File: src/rtl/gpio_edge_pkg.sv
package gpio_edge_pkg;
  parameter int NPORT  = 4;
  parameter int PW     = 8;
  localparam int NLINE = NPORT * PW;
  localparam int BUS_W = 32;
  localparam int BE_W  = BUS_W / 8;
  localparam int AW    = 3;

  typedef enum logic [AW-1:0] {
    W_DIR   = 3'd0,
    W_DOUT  = 3'd1,
    W_DIN   = 3'd2,
    W_STAT  = 3'd3,
    W_MASK0 = 3'd4,
    W_MASK1 = 3'd5,
    W_RSVD  = 3'd6,
    W_NONE  = 3'd7
  } reg_word_e;

  typedef enum logic [1:0] {
    IRQ_OFF  = 2'b00,
    IRQ_FALL = 2'b01,
    IRQ_RISE = 2'b10,
    IRQ_BOTH = 2'b11
  } irq_mode_e;

  // line-indexed vector to bus word, port 0 in the top lane
  function automatic logic [BUS_W-1:0] to_bus(input logic [NLINE-1:0] v);
    logic [BUS_W-1:0] r;
    r = '0;
    for (int p = 0; p < NPORT; p++) r[(NPORT-1-p)*PW +: PW] = v[p*PW +: PW];
    return r;
  endfunction
endpackage

File: src/rtl/gpio_sync.sv
module gpio_sync #(
  parameter int W = 32
) (
  input  logic         clk_i,
  input  logic         rst_ni,
  input  logic [W-1:0] d_i,
  output logic [W-1:0] q_o
);
  logic [W-1:0] meta_q, sync_q;

  always_ff @(posedge clk_i or negedge rst_ni) begin
    if (!rst_ni) begin
      meta_q <= '0;
      sync_q <= '0;
    end else begin
      meta_q <= d_i;
      sync_q <= meta_q;
    end
  end

  assign q_o = sync_q;
endmodule

File: src/rtl/gpio_edge_port.sv
module gpio_edge_port #(
  parameter int PW = 8
) (
  input  logic          clk_i,
  input  logic          rst_ni,
  input  logic [PW-1:0] sync_i,
  input  logic [2*PW-1:0] mode_i,
  input  logic [PW-1:0] clr_i,
  output logic [PW-1:0] stat_o,
  output logic [PW-1:0] rise_o,
  output logic [PW-1:0] fall_o
);
  logic [PW-1:0] prev_q, stat_q, hit;

  assign rise_o = sync_i & ~prev_q;
  assign fall_o = ~sync_i & prev_q;

  for (genvar k = 0; k < PW; k++) begin : g_pin
    // mode bit 1 selects rising, bit 0 selects falling
    assign hit[k] = (rise_o[k] & mode_i[2*k+1]) | (fall_o[k] & mode_i[2*k]);
  end

  always_ff @(posedge clk_i or negedge rst_ni) begin
    if (!rst_ni) begin
      prev_q <= '0;
      stat_q <= '0;
    end else begin
      prev_q <= sync_i;
      stat_q <= (stat_q & ~clr_i) | hit;  // set wins
    end
  end

  assign stat_o = stat_q;
endmodule

File: src/rtl/gpio_edge_irq.sv
module gpio_edge_irq
  import gpio_edge_pkg::*;
(
  input  logic             clk_i,
  input  logic             rst_ni,
  input  logic             wr_en_i,
  input  logic [AW-1:0]    addr_i,
  input  logic [BE_W-1:0]  be_i,
  input  logic [BUS_W-1:0] wdata_i,
  output logic [BUS_W-1:0] rdata_o,
  input  logic [NLINE-1:0] gpio_i,
  output logic [NLINE-1:0] gpio_o,
  output logic [NLINE-1:0] gpio_oe_o,
  output logic             irq_o
);
  localparam int HW = 2 * PW;

  logic [NLINE-1:0]   dir_q, dout_q, sync_w, stat_q, rise_w, fall_w, clr_w;
  logic [2*NLINE-1:0] mask_q;
  reg_word_e          wsel;

  assign wsel = reg_word_e'(addr_i);

  gpio_sync #(.W(NLINE)) u_sync (
    .clk_i (clk_i),
    .rst_ni(rst_ni),
    .d_i   (gpio_i),
    .q_o   (sync_w)
  );

  for (genvar p = 0; p < NPORT; p++) begin : g_port
    localparam int        LN = NPORT - 1 - p;
    localparam int        MH = (p % 2 == 0) ? 3 : 1;
    localparam reg_word_e MW = (p / 2 == 0) ? W_MASK0 : W_MASK1;

    always_ff @(posedge clk_i or negedge rst_ni) begin
      if (!rst_ni) begin
        dir_q[p*PW +: PW]  <= '0;
        dout_q[p*PW +: PW] <= '0;
        mask_q[p*HW +: HW] <= '0;
      end else if (wr_en_i) begin
        if (wsel == W_DIR && be_i[LN])  dir_q[p*PW +: PW]  <= wdata_i[LN*8 +: PW];
        if (wsel == W_DOUT && be_i[LN]) dout_q[p*PW +: PW] <= wdata_i[LN*8 +: PW];
        if (wsel == MW) begin
          if (be_i[MH])   mask_q[p*HW+PW +: PW] <= wdata_i[MH*8 +: PW];
          if (be_i[MH-1]) mask_q[p*HW +: PW]    <= wdata_i[(MH-1)*8 +: PW];
        end
      end
    end

    assign clr_w[p*PW +: PW] = (wr_en_i && wsel == W_STAT && be_i[LN]) ?
                               wdata_i[LN*8 +: PW] : '0;

    gpio_edge_port #(.PW(PW)) u_port (
      .clk_i (clk_i),
      .rst_ni(rst_ni),
      .sync_i(sync_w[p*PW +: PW]),
      .mode_i(mask_q[p*HW +: HW]),
      .clr_i (clr_w[p*PW +: PW]),
      .stat_o(stat_q[p*PW +: PW]),
      .rise_o(rise_w[p*PW +: PW]),
      .fall_o(fall_w[p*PW +: PW])
    );
  end

  always_comb begin
    unique case (wsel)
      W_DIR:   rdata_o = to_bus(dir_q);
      W_DOUT:  rdata_o = to_bus(dout_q);
      W_DIN:   rdata_o = to_bus(sync_w);
      W_STAT:  rdata_o = to_bus(stat_q);
      W_MASK0: rdata_o = {mask_q[0*HW +: HW], mask_q[1*HW +: HW]};
      W_MASK1: rdata_o = {mask_q[2*HW +: HW], mask_q[3*HW +: HW]};
      default: rdata_o = '0;
    endcase
  end

  assign gpio_o    = dout_q;
  assign gpio_oe_o = dir_q;
  assign irq_o     = |stat_q;
endmodule

File: config.mk
export PLATFORM = sky130hd
export DESIGN_NAME = gpio_edge_irq
export DESIGN_NICKNAME = d
export VERILOG_FILES = /design/src/rtl/gpio_edge_pkg.sv /design/src/rtl/gpio_sync.sv /design/src/rtl/gpio_edge_port.sv /design/src/rtl/gpio_edge_irq.sv
export SDC_FILE = /design/constraint.sdc
export NUM_CORES = 1
export LEC_CHECK = 0
export ABC_CLOCK_PERIOD_IN_PS = 1400
export BUFFER_PORTS_ARGS = -buffer_cell sky130_fd_sc_hd__buf_2
export CORE_MARGIN = 5
export CORE_UTILIZATION = 57
export CTS_BUF_LIST = sky130_fd_sc_hd__clkbuf_16
export DETAILED_ROUTE_END_ITERATION = 6
export GPL_TIMING_DRIVEN = 0
export PLACE_DENSITY = 0.82
export REMOVE_ABC_BUFFERS = 1
export SKIP_LAST_GASP = 1
export SLEW_MARGIN = 10
export SYNTH_ARGS = -nofsm -noshare
export SYNTH_HDL_FRONTEND = slang
export SYNTH_SLANG_ARGS = --single-unit
File: constraint.sdc
create_clock -name clk_i -period 1.4 [get_ports clk_i]
set_clock_uncertainty 0.05 [all_clocks]
set_input_delay 0.14 -clock clk_i [delete_from_list [all_inputs] [get_ports clk_i]]
set_output_delay 0.14 -clock clk_i [all_outputs]
set_load 0.005 [all_outputs]
Word level (Yosys, flattened, before mapping)
Index checks and enable logic that the tools add are counted.

Register bits after elaboration: 256. Output and inout bits: 97. Logic and storage cells: 191.

Equal/unequal tests: 5. Multiplexer cells: 5. Bitwise logic cells: 124. Reductions and logical operators: 31.

Operators with widths (number): case mux 32 bit (6 select lines) (1); AND 8 bit (12); inverter 8 bit (12); AND 1 bit (64); 2-to-1 mux 8 bit (4); bitwise OR 1 bit (32); bitwise OR 8 bit (4); OR reduction 32 bit (1); AND reduction 3 bit (8); AND reduction 2 bit (8); logical AND 1 bit (13); == test 3 x 2 -> 1 bit (second input constant) (2); == test 3 bit (second input constant) (2); == test 3 x 1 -> 1 bit (second input constant) (1); zero test 3 bit (1).

Logic depth before layout (Yosys ltp)
Gate-level depths: netlist of the first run.

Depth after elaboration: 7. Gate-level depth with buffers: 6. Depth with buffers taken out: 3.

By module
Synthesis of the first run repeated with hierarchy kept, for this count alone.

Cells, all modules: 805. Area total of the unflattened synthesis: 11163.2 um^2.

By module, submodules not included: gpio_edge_irq (instances 1, cells each 549, area each 6919.1 um^2); gpio_edge_port (instances 4, cells each 48, area each 660.6 um^2); gpio_sync (instances 1, cells each 64, area each 1601.5 um^2).

Least setup slack after synthesis of the first run
Ideal clock, no wire load.

Kind: input to register. From: in addr_i[2]. To: reg dout_q[16], in the netlist gpio_o[16]. Setup time: 0.125 ns. Arrival: 1.191 ns. Data required time: 1.225 ns. Setup slack: 0.034 ns. Stages: 6. Buffers on the path: 3. Cells stage by stage: buf_2 -> nor2b_4 -> buf_6 -> and4b_1 -> buf_6 -> mux2_4.

Cells in the longest elaborated chain, start to end: 3.

Ends and longest elaborated chain: start: declaration (RTL line gpio_edge_irq.sv:7) `input logic [AW-1:0] addr_i,`; == test 3 x 1 -> 1 bit (RTL line gpio_edge_irq.sv:43) `if (wsel == W_DOUT && be_i[LN]) dout_q[p*PW +: PW] <= wdata_i[LN*8 +: PW];`; logical AND 1 bit (RTL line gpio_edge_irq.sv:43); AND reduction 2 bit (no line); end signal: indexed assignment (RTL line gpio_edge_irq.sv:43); end: declaration (RTL line gpio_edge_irq.sv:18) `logic [NLINE-1:0] dir_q, dout_q, sync_w, stat_q, rise_w, fall_w, clr_w;`.

No other way between the ends. A chain may end at the register's enable or synchronous reset.

Worst setup path after layout of the first run
From: reg g_port[3].u_port.stat_q[2]. To: out irq_o.

Cells in the longest elaborated chain, start to end: 1.

Ends and longest elaborated chain: start: declaration (RTL line gpio_edge_port.sv:13) `logic [PW-1:0] prev_q, stat_q, hit;`; start signal: assignment (RTL line gpio_edge_port.sv:29) `stat_q <= (stat_q & ~clr_i) | hit;`; OR reduction 32 bit (RTL line gpio_edge_irq.sv:80) `assign irq_o = |stat_q;`; end: declaration (RTL line gpio_edge_irq.sv:14) `output logic irq_o`.

No other way between the ends.

==> results of run 1 <==
-- sequential cells by signal, indices dropped and copies added (netlist names) --
register	flops
mask_q	64
gpio_oe_o	32
u_sync.q_o	32
g_port.u_port.prev_q	32
u_sync.meta_q	32
gpio_o	32
g_port.u_port.stat_o	32
-- how the worst max path moves through the flow --
stage	startpoint	to	slack (ps)	cells after the start
floorplan	wr_en_i	gpio_o[16]$_DFFE_PN0P_	-20	3
global placement	rst_ni	u_sync.meta_q[13]$_DFF_PN0_	-4380	1
detailed placement	addr_i[2]	mask_q[62]$_DFFE_PN0P_	-1510	4
CTS	g_port[1].u_port.stat_o[3]$_DFF_PN0_	irq_o	-690	4
global route	g_port[3].u_port.stat_o[2]$_DFF_PN0_	irq_o	-740	4
finish	g_port[3].u_port.stat_o[2]$_DFF_PN0_	irq_o	-710	4
-- critical path: stages (launching register included) --
cell     delay (ps)
dfrtp_1         430
nor4_4          390
nand4_1         190
or2_4           280
buf_6           120
-- synth_stat cells (all sizes together) --
library cell	instances
a211o	22
a211oi	1
a21o	16
a21oi	12
a221o	12
a221oi	3
a22oi	3
and3b	17
and4b	4
and4bb	1
buf	31
clkbuf	5
dfrtp	256
inv	32
mux2	145
mux2i	55
nand2	32
nand2b	1
nand3	11
nand3b	46
nand4	6
nor2	13
nor2b	4
nor3b	3
nor4	8
o21a	5
o21ai	34
o221ai	26
o22ai	1
or2	2
-- per-layer routing --
metal,share of wire,wire length [um],up-vias,track usage
met5,0,0,-,0
met4,0.037,1216,0,0.1043
met3,0.068,2196,86,0.04497
met2,0.49,16070,386,0.4833
met1,0.40,13000,4279,0.3815
li1,-,-,3581,-
-- through the flow --
stage	area, um^2	total power [mW]	hold slack, ps	std cells
after detailed placement	12040	12.43	-18.34	1204
final	14420	20.25	26.96	1382
after floorplan	10760	10.79	-205.6	771
after global routing	14420	21.02	57.17	1382
after global placement	11940	12.25	197.5	1201
after CTS	14200	19.92	27.41	1366
-- power by group --
group | internal [mW] | switching [mW]
clock network | 4.03 | 2.89
registers | 8.43 | 0.846
logic | 2.32 | 1.73
-- kinds of logic after synthesis --
family,after synthesis,synth area share
flip-flops,256,0.5837
multiplexers,200,0.2044
AND/OR/NAND/NOR,148,0.09120
AO/OA/AOI/OAI,135,0.09029
buffers and inverters,68,0.03044
-- cell type report --
class                   count  area share
flip-flops and latches    256      0.4450
multi-input cells         484      0.3134
inverters                  32    0.008328
clock inverters            21     0.01189
clock buffers              27     0.04685
repair buffers            302      0.1519
well taps                 260     0.02256
-- layout by cell type, fill, tap and decap left out, types with 11 or more instances in the layout --
master / count
a211o_1: 22
a21o_1: 16
a221o_1: 12
and3b_1: 16
buf_2: 164
buf_4: 55
clkbuf_16: 28
dfrtp_1: 246
dlygate4sd3_1: 65
inv_1: 36
mux2_2: 119
mux2_4: 26
mux2i_1: 53
nand2_1: 21
nand2_2: 11
nand3b_1: 46
nor2_1: 12
o21ai_0: 24
o221ai_1: 17
-- timing repair --
action | 4_1_cts | 5_1_grt
pin swaps | 12 | 11
gates resized for setup | 63 | 32
endpoints found under the hold margin | 437 | 0
endpoints found under the setup margin | 137 | 81
buffers inserted | 47 | 18
hold buffers | 65 | 0
cloned | 2 | 1
==> metrics.md, run 1 <==
| Metric | Value |
|---|---|
| Area of the multi-input gates | `4521 um^2` |
| Final setup viols | `34` |
| Starting DRT DRC Count | `912` |
| Routability congestion estimate | `0.8332` |
| WL final | `32490 um` |
| Total CTS buffers | `26` |
| Nets | `1176` |
| Req. time, crit path | `1210 ps` |
| Slew HR | `0.5685` |
| Vias post-DR | `8332` |
| CTS Buffer Depth | `3` |
| DIE WIDTH | `148.8 um` |
| Number of global-route vias before repair | `8770` |
| Io pins | `171` |
| Final setup TNS | `-12830 ps` |
| IO buf count | `170` |
| Highest Clock Rate | `0.4730 GHz` |
| DRT antenna net count | `0` |
| Initial Utilization | `0.5829` |
| HPWL after DPL | `19040 um` |
| Iteration count of the initial detailed-routing pass | `5` |
| Hold Path Class | `primary input to asynchronous set/reset pin` |
| CP Capture Type | `primary output` |
| Clock sink count | `256` |
| Flop2flop setup slack | `170 ps` |
| Yosys reg bits | `256` |
| Largest net degree at the start of global routing | `116` |
| TritonCTS clock tree | `yes` |
| Max Cap Violations | `0` |
| R2R Path End | `g_port[3].u_port.stat_o[0]$_DFF_PN0_` |
| Dpl ws | `-1512 ps` |
| H-tree levels | `1` |
| Total global-route track usage | `0.2871` |
| Post-synthesis sequential area ratio | `0.5837` |
| Ant diodes | `0` |
| P&R area growth vs syn | `31.41%` |
| Worst-Margin Slew | `646.2 ps` |
| Layout cells sized above 1 | `0.4349` |
| DRC viols | `0` |
| Leakage | `6.871 nW` |
| RR Startpoint | `g_port[3].u_port.stat_o[0]$_DFF_PN0_` |
| Pins Over Slew Limit | `0` |
| Die area | `22130 um^2` |
| FF-to-FF path depth | `5` |
| Synth cell types | `38` |
| RSZ-0062 raised after global routing | `yes` |
| Global-route wire length before repair | `49500 um` |
| Power per standard cell area | `1404 nW/um^2` |
| Startpoint Class | `register` |
| FILL cells | `1096` |
| Fin worst setup slack | `-714.0 ps` |
| Fin crit share | `1.510` |
| Crit-path max FO | `2` |
| Peak supply drop | `1141 uV` |
| Failing checks | `negative setup slack` |
| Std cell rows | `50` |
| Core Region | `18830 um^2` |
| Post-DR vias/cell | `6.029` |
| Global route overflow | `0` |
| Post-layout util | `0.7659` |
| Register area | `6419 um^2` |
| Gate Count Post-Synth | `807` |
| Antenna violations before repair | `0` |
| Crit path kind | `register to primary output` |
| Synth area leader | `dfrtp_1` |
| Area contributors post-synth | `dfrtp_1 (58%), mux2_2 (13%), mux2i_1 (5.0%)` |
| Average size of a mapped cell | `13.60 um^2` |
| Post-synth top area share | `0.5837` |
| Final Hold Violating Endpoints | `0` |
| Synth Warn # | `0` |
| Critical path arrival | `1920 ps` |
| Synthesized cell area | `10980 um^2` |
| Routed length per placed instance | `23.51 um` |
| Clk_lat worst skew | `530 ps` |
| Clock Pin Slew Worst Setup and Hold Paths | `60 ps` |
| Tmin final | `2114 ps` |
| Clock Tree Root | `clkbuf_16` |
| Die Y | `148.8 um` |
| Status | `complete, but fails checks` |
No activity file was read; power rests on OpenSTA's default activity.
==> inputs of run 2 (changes only) <==
- ABC_CLOCK_PERIOD_IN_PS: 1400 -> 2100
- clock period: 1.4 -> 2.1 ns (I/O delays scaled with it)
==> metrics.md, run 2 (synthesized netlist as in run 1, its figures left out) <==
| Metric | Value |
|---|---|
| Status | `complete, but fails checks` |
| Failing checks | `negative setup slack` |
| Clk_lat worst skew | `520 ps` |
| CTS Buffer Depth | `3` |
| Leakage | `6.496 nW` |
| Post-DR vias/cell | `5.964` |
| Global route overflow | `0` |
| Global-route wire length before repair | `46440 um` |
| Die area | `22130 um^2` |
| DP Cell Count | `1204` |
| Initial Utilization | `0.5829` |
| Total CTS buffers | `26` |
| Most common cell after layout, fill and taps aside | `dfrtp_1` |
| DIE WIDTH | `148.8 um` |
| Routed length per placed instance | `22.50 um` |
| Fin crit share | `1.026` |
| Highest Clock Rate | `0.4639 GHz` |
| Fin worst setup slack | `-55.53 ps` |
| HPWL after DPL | `19040 um` |
| DRT antenna net count | `0` |
| Layout cells sized above 1 | `0.3709` |
| Std cell rows | `50` |
| Tmin final | `2156 ps` |
| Number of global-route vias before repair | `8202` |
| H-tree levels | `1` |
| IO buf count | `170` |
| Clock Pin Slew Worst Setup and Hold Paths | `60 ps` |
| Antenna violations before repair | `2` |
| Startpoint Class | `register` |
| RSZ-0062 raised after global routing | `yes` |
| Commonest cells after routing, fill and taps aside | `dfrtp_1 (252), buf_2 (166), mux2_2 (129), dlygate4sd3_1 (65), mux2i_1 (55)` |
| Final Non-Filler Cells | `1327` |
| Crit path kind | `register to primary output` |
| Starting DRT DRC Count | `481` |
| DRC viols | `0` |
| Final setup viols | `1` |
| Nets | `1119` |
| Slew HR | `0.5516` |
| Most flops, register | `mask_q` |
| Vias post-DR | `7914` |
| Die Y | `148.8 um` |
| Total global-route track usage | `0.2674` |
| Power per standard cell area | `943.3 nW/um^2` |
| Max reg flops | `64` |
| Crit-path max FO | `2` |
| Pins Over Slew Limit | `0` |
| Hold Path Class | `primary input to asynchronous set/reset pin` |
| Routability congestion estimate | `0.8332` |
| Core Region | `18830 um^2` |
| Clock Tree Root | `clkbuf_16` |
| WL final | `29860 um` |
| Critical path arrival | `1900 ps` |
| Dpl ws | `-881.8 ps` |
| Largest net degree at the start of global routing | `116` |
| Clock sink count | `256` |
| TritonCTS clock tree | `yes` |
| Peak supply drop | `722.6 uV` |
| Final Hold Violating Endpoints | `0` |
| Io pins | `171` |
| P&R area growth vs syn | `25.02%` |
| Worst-Margin Slew | `672.1 ps` |
| Req. time, crit path | `1840 ps` |
| Iteration count of the initial detailed-routing pass | `5` |
| CP Capture Type | `primary output` |
| Max Cap Violations | `0` |
## run 2: cell count changes in the layout (fill, tap and decap cells not counted), sizes merged
cell,before,now
buf,236,181
clkbuf,28,27
diode,0,2
nand2b,2,1
## run 2: layout make-up
cell class | instances | area [um^2]
clock buffer | 27 | 675.6
multi-input combinational | 483 | 4332
inverter | 32 | 120.1
tap | 260 | 325.3
sequential | 256 | 6411
antenna | 2 | 5.005
clock inverter | 21 | 171.4
fill | 1224 | 5109
timing repair buffer | 246 | 1682
## run 2: path summary, 6_finish.rpt
check | from | end | slack (ps) | cells after the start
max in group asynchronous | rst_ni | gpio_oe_o[12]$_DFFE_PN0P_ | 1050 | 3
min reg2reg | u_sync.meta_q[5]$_DFF_PN0_ | u_sync.q_o[5]$_DFF_PN0_ | 300 | 0
min | rst_ni | gpio_oe_o[27]$_DFFE_PN0P_ | 100 | 2
max | g_port[1].u_port.stat_o[3]$_DFF_PN0_ | irq_o | -60 | 4
min in group clk_i | be_i[3] | g_port[0].u_port.stat_o[5]$_DFF_PN0_ | 200 | 3
max reg2reg | g_port[3].u_port.stat_o[0]$_DFF_PN0_ | g_port[3].u_port.stat_o[0]$_DFF_PN0_ | 980 | 4
## run 2: routing by layer
metal  GRT usage  share of wire  vias to the layer above
met5           0              0                        -
li1            -              -                     3460
met1      0.3621           0.41                     4082
met2      0.4506           0.50                      313
met3     0.04376          0.067                       59
met4     0.07780          0.026                        0
## run 2: worst max-delay path, cell delays in order (launching register included)
cell     delay, ps
dfrtp_2        450
nor4_4         350
nand4_1        160
or2_4          290
buf_2          130
## run 2: per-stage QoR
stage / util / cell area, um^2 / setup TNS (ps) / hold slack (ps) / power (mW)
global route: 0.7287 / 13720 / -90.97 / 124.8 / 13.48
global placement: 0.6340 / 11940 / -1229760 / 267.5 / 8.167
detailed placement: 0.6393 / 12040 / -46860 / 51.66 / 8.285
finish: 0.7287 / 13720 / -55.53 / 98.60 / 12.94
floorplan: - / 10760 / 0 / -135.6 / 7.190
CTS: 0.7254 / 13660 / -63.11 / 97.41 / 12.95
## run 2: power by group
part,internal (mW),switching (mW),leakage [nW],total (mW)
sequential,5.62,0.610,2.97,6.23
combinational,1.21,0.920,3.09,2.13
clock,2.69,1.90,0.431,4.59
## run 2: timing repair
action,in CTS,in global routing
endpoints found under the hold margin,416,0
resized for setup,20,3
pin swaps,6,2
setup buffers,4,4
hold buffers,65,0
setup endpoints to repair,59,13
==> inputs of run 3 (changes only) <==
- ABC_AREA: not set -> 1
- BUFFER_PORTS_ARGS: -buffer_cell sky130_fd_sc_hd__buf_2 -> not set
- CORE_UTILIZATION: 57 -> 60
- DONT_BUFFER_PORTS: not set -> 1
- PLACE_DENSITY: 0.82 -> 0.78
==> metrics.md, run 3 <==
| Metric | Value |
|---|---|
| Layout cells sized above 1 | `0.04752` |
| Buffer and inverter count on the worst path | `1` |
| Placed cell areas | `11250 um^2` |
| Logic pwr share | `0.108` |
| Slowest stage delay, CP | `920 ps` |
| Die area | `21390 um^2` |
| P&R area growth vs syn | `15.09%` |
| Nets | `1463` |
| Clock power share | `0.388` |
| Kind of cell adding the most delay to the critical path | `buffers and inverters` |
| Area contributors post-synth | `dfrtp_1 (58%), nand2_1 (14%), o21ai_0 (6.2%)` |
| Dpl ws | `-582.3 ps` |
| CP max-delay cell | `inv_1` |
| Routed length per placed instance | `19.52 um` |
| Min Hold Slack | `-679.3 ps` |
| Worst-Margin Slew | `1289 ps` |
| DP Cell Count | `1522` |
| Power Internal | `8.981 mW` |
| Final Non-Filler Cells | `1640` |
| Mux cell area share after synthesis | `0` |
| Fin crit share | `0.9667` |
| Synth top cells by count | `nand2_1 (413), dfrtp_1 (256), inv_1 (152), nor2_1 (139), o21ai_0 (137)` |
| Max reg flops | `64` |
| WL final | `32010 um` |
| R2R Path End | `g_port[1].u_port.stat_o[3]$_DFF_PN0_` |
| Crit path kind | `primary input to primary output` |
| Post-route cell area | `12820 um^2` |
| Post-synth EDFFs | `0` |
| Antenna violations before repair | `1` |
| Complex-gate fraction of the synthesized area | `0.07356` |
| Ys flop type | `dfrtp_1` |
| Final Hold Violating Endpoints | `256` |
| Synth Area in XOR/XNOR | `0` |
| Power per standard cell area | `967.8 nW/um^2` |
| Flop2flop setup slack | `900 ps` |
| Clock Pin Slew Worst Setup and Hold Paths | `60 ps` |
| Die Y | `146.3 um` |
| Total global-route track usage | `0.2925` |
| Final setup viols | `0` |
| Gate Count Post-Synth | `1350` |
| Synth cell types | `22` |
| Post-synthesis simple-gate area fraction | `0.2781` |
| Iteration count of the initial detailed-routing pass | `5` |
| Status | `complete, but fails checks` |
| TritonCTS clock tree | `yes` |
| Sw Pwr | `3.428 mW` |
| Main combinational cell family by area after synthesis | `simple AND/OR/NAND/NOR gates` |
| RR Startpoint | `u_sync.q_o[11]$_DFF_PN0_` |
| Clock sink count | `256` |
| IO buf count | `0` |
| Leakage | `6.419 nW` |
| Vias post-DR | `9694` |
| CTS Buffer Depth | `3` |
| Fin worst setup slack | `69.93 ps` |
| Initial Utilization | `0.6139` |
| DIE WIDTH | `146.3 um` |
| Synth area leader | `dfrtp_1` |
| Post-DR vias/cell | `5.911` |
| Sequential share of power | `0.504` |
| RSZ-0062 raised after global routing | `no` |
| Crit-path max FO | `68` |
| Global route overflow | `0` |
| Slew HR | `0.1400` |
| Hold Path Class | `primary input to asynchronous set/reset pin` |
| Tmin final | `2030 ps` |
| Hold-fix buffers, CTS | `64` |
| Most common cell after layout, fill and taps aside | `nand2_1` |
| Clk_lat worst skew | `530 ps` |
| Max Cap Violations | `0` |
| Failing checks | `negative hold slack` |
| Synthesized cell area | `11140 um^2` |
| Synth Warn # | `0` |
| Average size of a mapped cell | `8.252 um^2` |
| Peak supply drop | `726.5 uV` |
| DRT antenna net count | `0` |
| Core Region | `18150 um^2` |
| Post-synth top area share | `0.5750` |
| Global-route wire length before repair | `50420 um` |
| Cell with the most instances after synthesis | `nand2_1` |
| FF-to-FF path depth | `4` |
| Std cell rows | `49` |
| Most flops, register | `mask_q` |
| Pins Over Slew Limit | `0` |
| Critical path arrival | `1770 ps` |
| Yosys reg bits | `256` |
| CP dominant cell by count | `nand2_1` |
| Highest Clock Rate | `0.4926 GHz` |
| Number of global-route vias before repair | `9335` |
| Largest net degree at the start of global routing | `257` |
| H-tree levels | `1` |
| Clock Tree Root | `clkbuf_16` |
| Commonest cells after routing, fill and taps aside | `nand2_1 (411), dfrtp_1 (256), inv_1 (152), nor2_1 (138), o21ai_0 (137)` |
| Io pins | `171` |
| Req. time, crit path | `1840 ps` |
| Starting DRT DRC Count | `914` |
| CP Capture Type | `primary output` |
| Total CTS buffers | `27` |
| Routability congestion estimate | `0.8648` |
| Startpoint Class | `primary input` |
| Adder-Cell Fraction of Synth Area | `0` |
| Sw frac | `0.2762` |
| HPWL after DPL | `19510 um` |
| DRC viols | `0` |
| Cell Chain, Critical Path | `inv_1 -> nand4_1 -> nand2_1 -> nor2_1 -> nand2_1` |
| Post-synthesis sequential area ratio | `0.5750` |
| Ys async rst share | `1.000` |
run 3: area by class of cell:
type	instances	area (um^2)
clock inverters	23	216.5
flip-flops and latches	256	6406
multi-input cells	882	3936
clock buffers	27	675.6
diodes	1	2.502
well taps	229	286.5
fillers	1388	5325
inverters	154	583.1
repair buffers	68	715.7
run 3: metrics by stage:
step | power (mW) | setup TNS [ps] | utilization
2_1_floorplan | 7.025 | -52650 | -
4_1_cts | 12.39 | 0 | 0.7059
3_5_place_dp | 7.501 | -35000 | 0.6197
3_3_place_gp | 7.415 | -337220 | 0.6165
5_1_grt | 12.94 | 0 | 0.7066
6_report | 12.41 | 0 | 0.7066
run 3: routing by layer:
metal	global-route usage	part of all wire
met5	0	0
met2	0.4709	0.48
met4	0.1025	0.033
met3	0.05423	0.095
met1	0.4033	0.39
run 3: timing repair:
action                     CTS  global route
gates cloned                 0             1
resized for setup            2             2
buffers inserted             2             0
pin swaps                    1             1
setup endpoints to repair   38            43
hold endpoints to repair   448           256
run 3: logic make-up after synthesis:
logic type | after synthesis
compound gates | 157
simple gates | 724
flops | 256
buf+inv | 213
run 3: worst max-delay path by stage:
stage,startpoint,endpoint,cells after the start
after floorplan,addr_i[1],gpio_oe_o[0]$_DFFE_PN0P_,6
after global placement,addr_i[0],gpio_oe_o[29]$_DFFE_PN0P_,6
after detailed placement,addr_i[0],gpio_o[30]$_DFFE_PN0P_,4
after CTS,addr_i[1],gpio_oe_o[1]$_DFFE_PN0P_,6
after global routing,addr_i[1],rdata_o[23],5
final,addr_i[1],rdata_o[22],5
run 3: power groups by stage:
| stage | logic [mW] | registers (mW) | clock network, mW |
|---|---|---|---|
| 6_report | 1.34 | 6.26 | 4.82 |
| 2_1_floorplan | 0.905 | 6.12 | 0 |
| 3_3_place_gp | 1.11 | 6.30 | 0 |
| 3_5_place_dp | 1.17 | 6.33 | 0 |
| 4_1_cts | 1.32 | 6.25 | 4.83 |
| 5_1_grt | 1.54 | 6.34 | 5.06 |
run 3: worst reg2reg max path: stages (launching register included):
cell	delay (ps)
dfrtp_1	450
nand2_1	100
nor2_1	40
a31oi_1	330
nand2_1	110
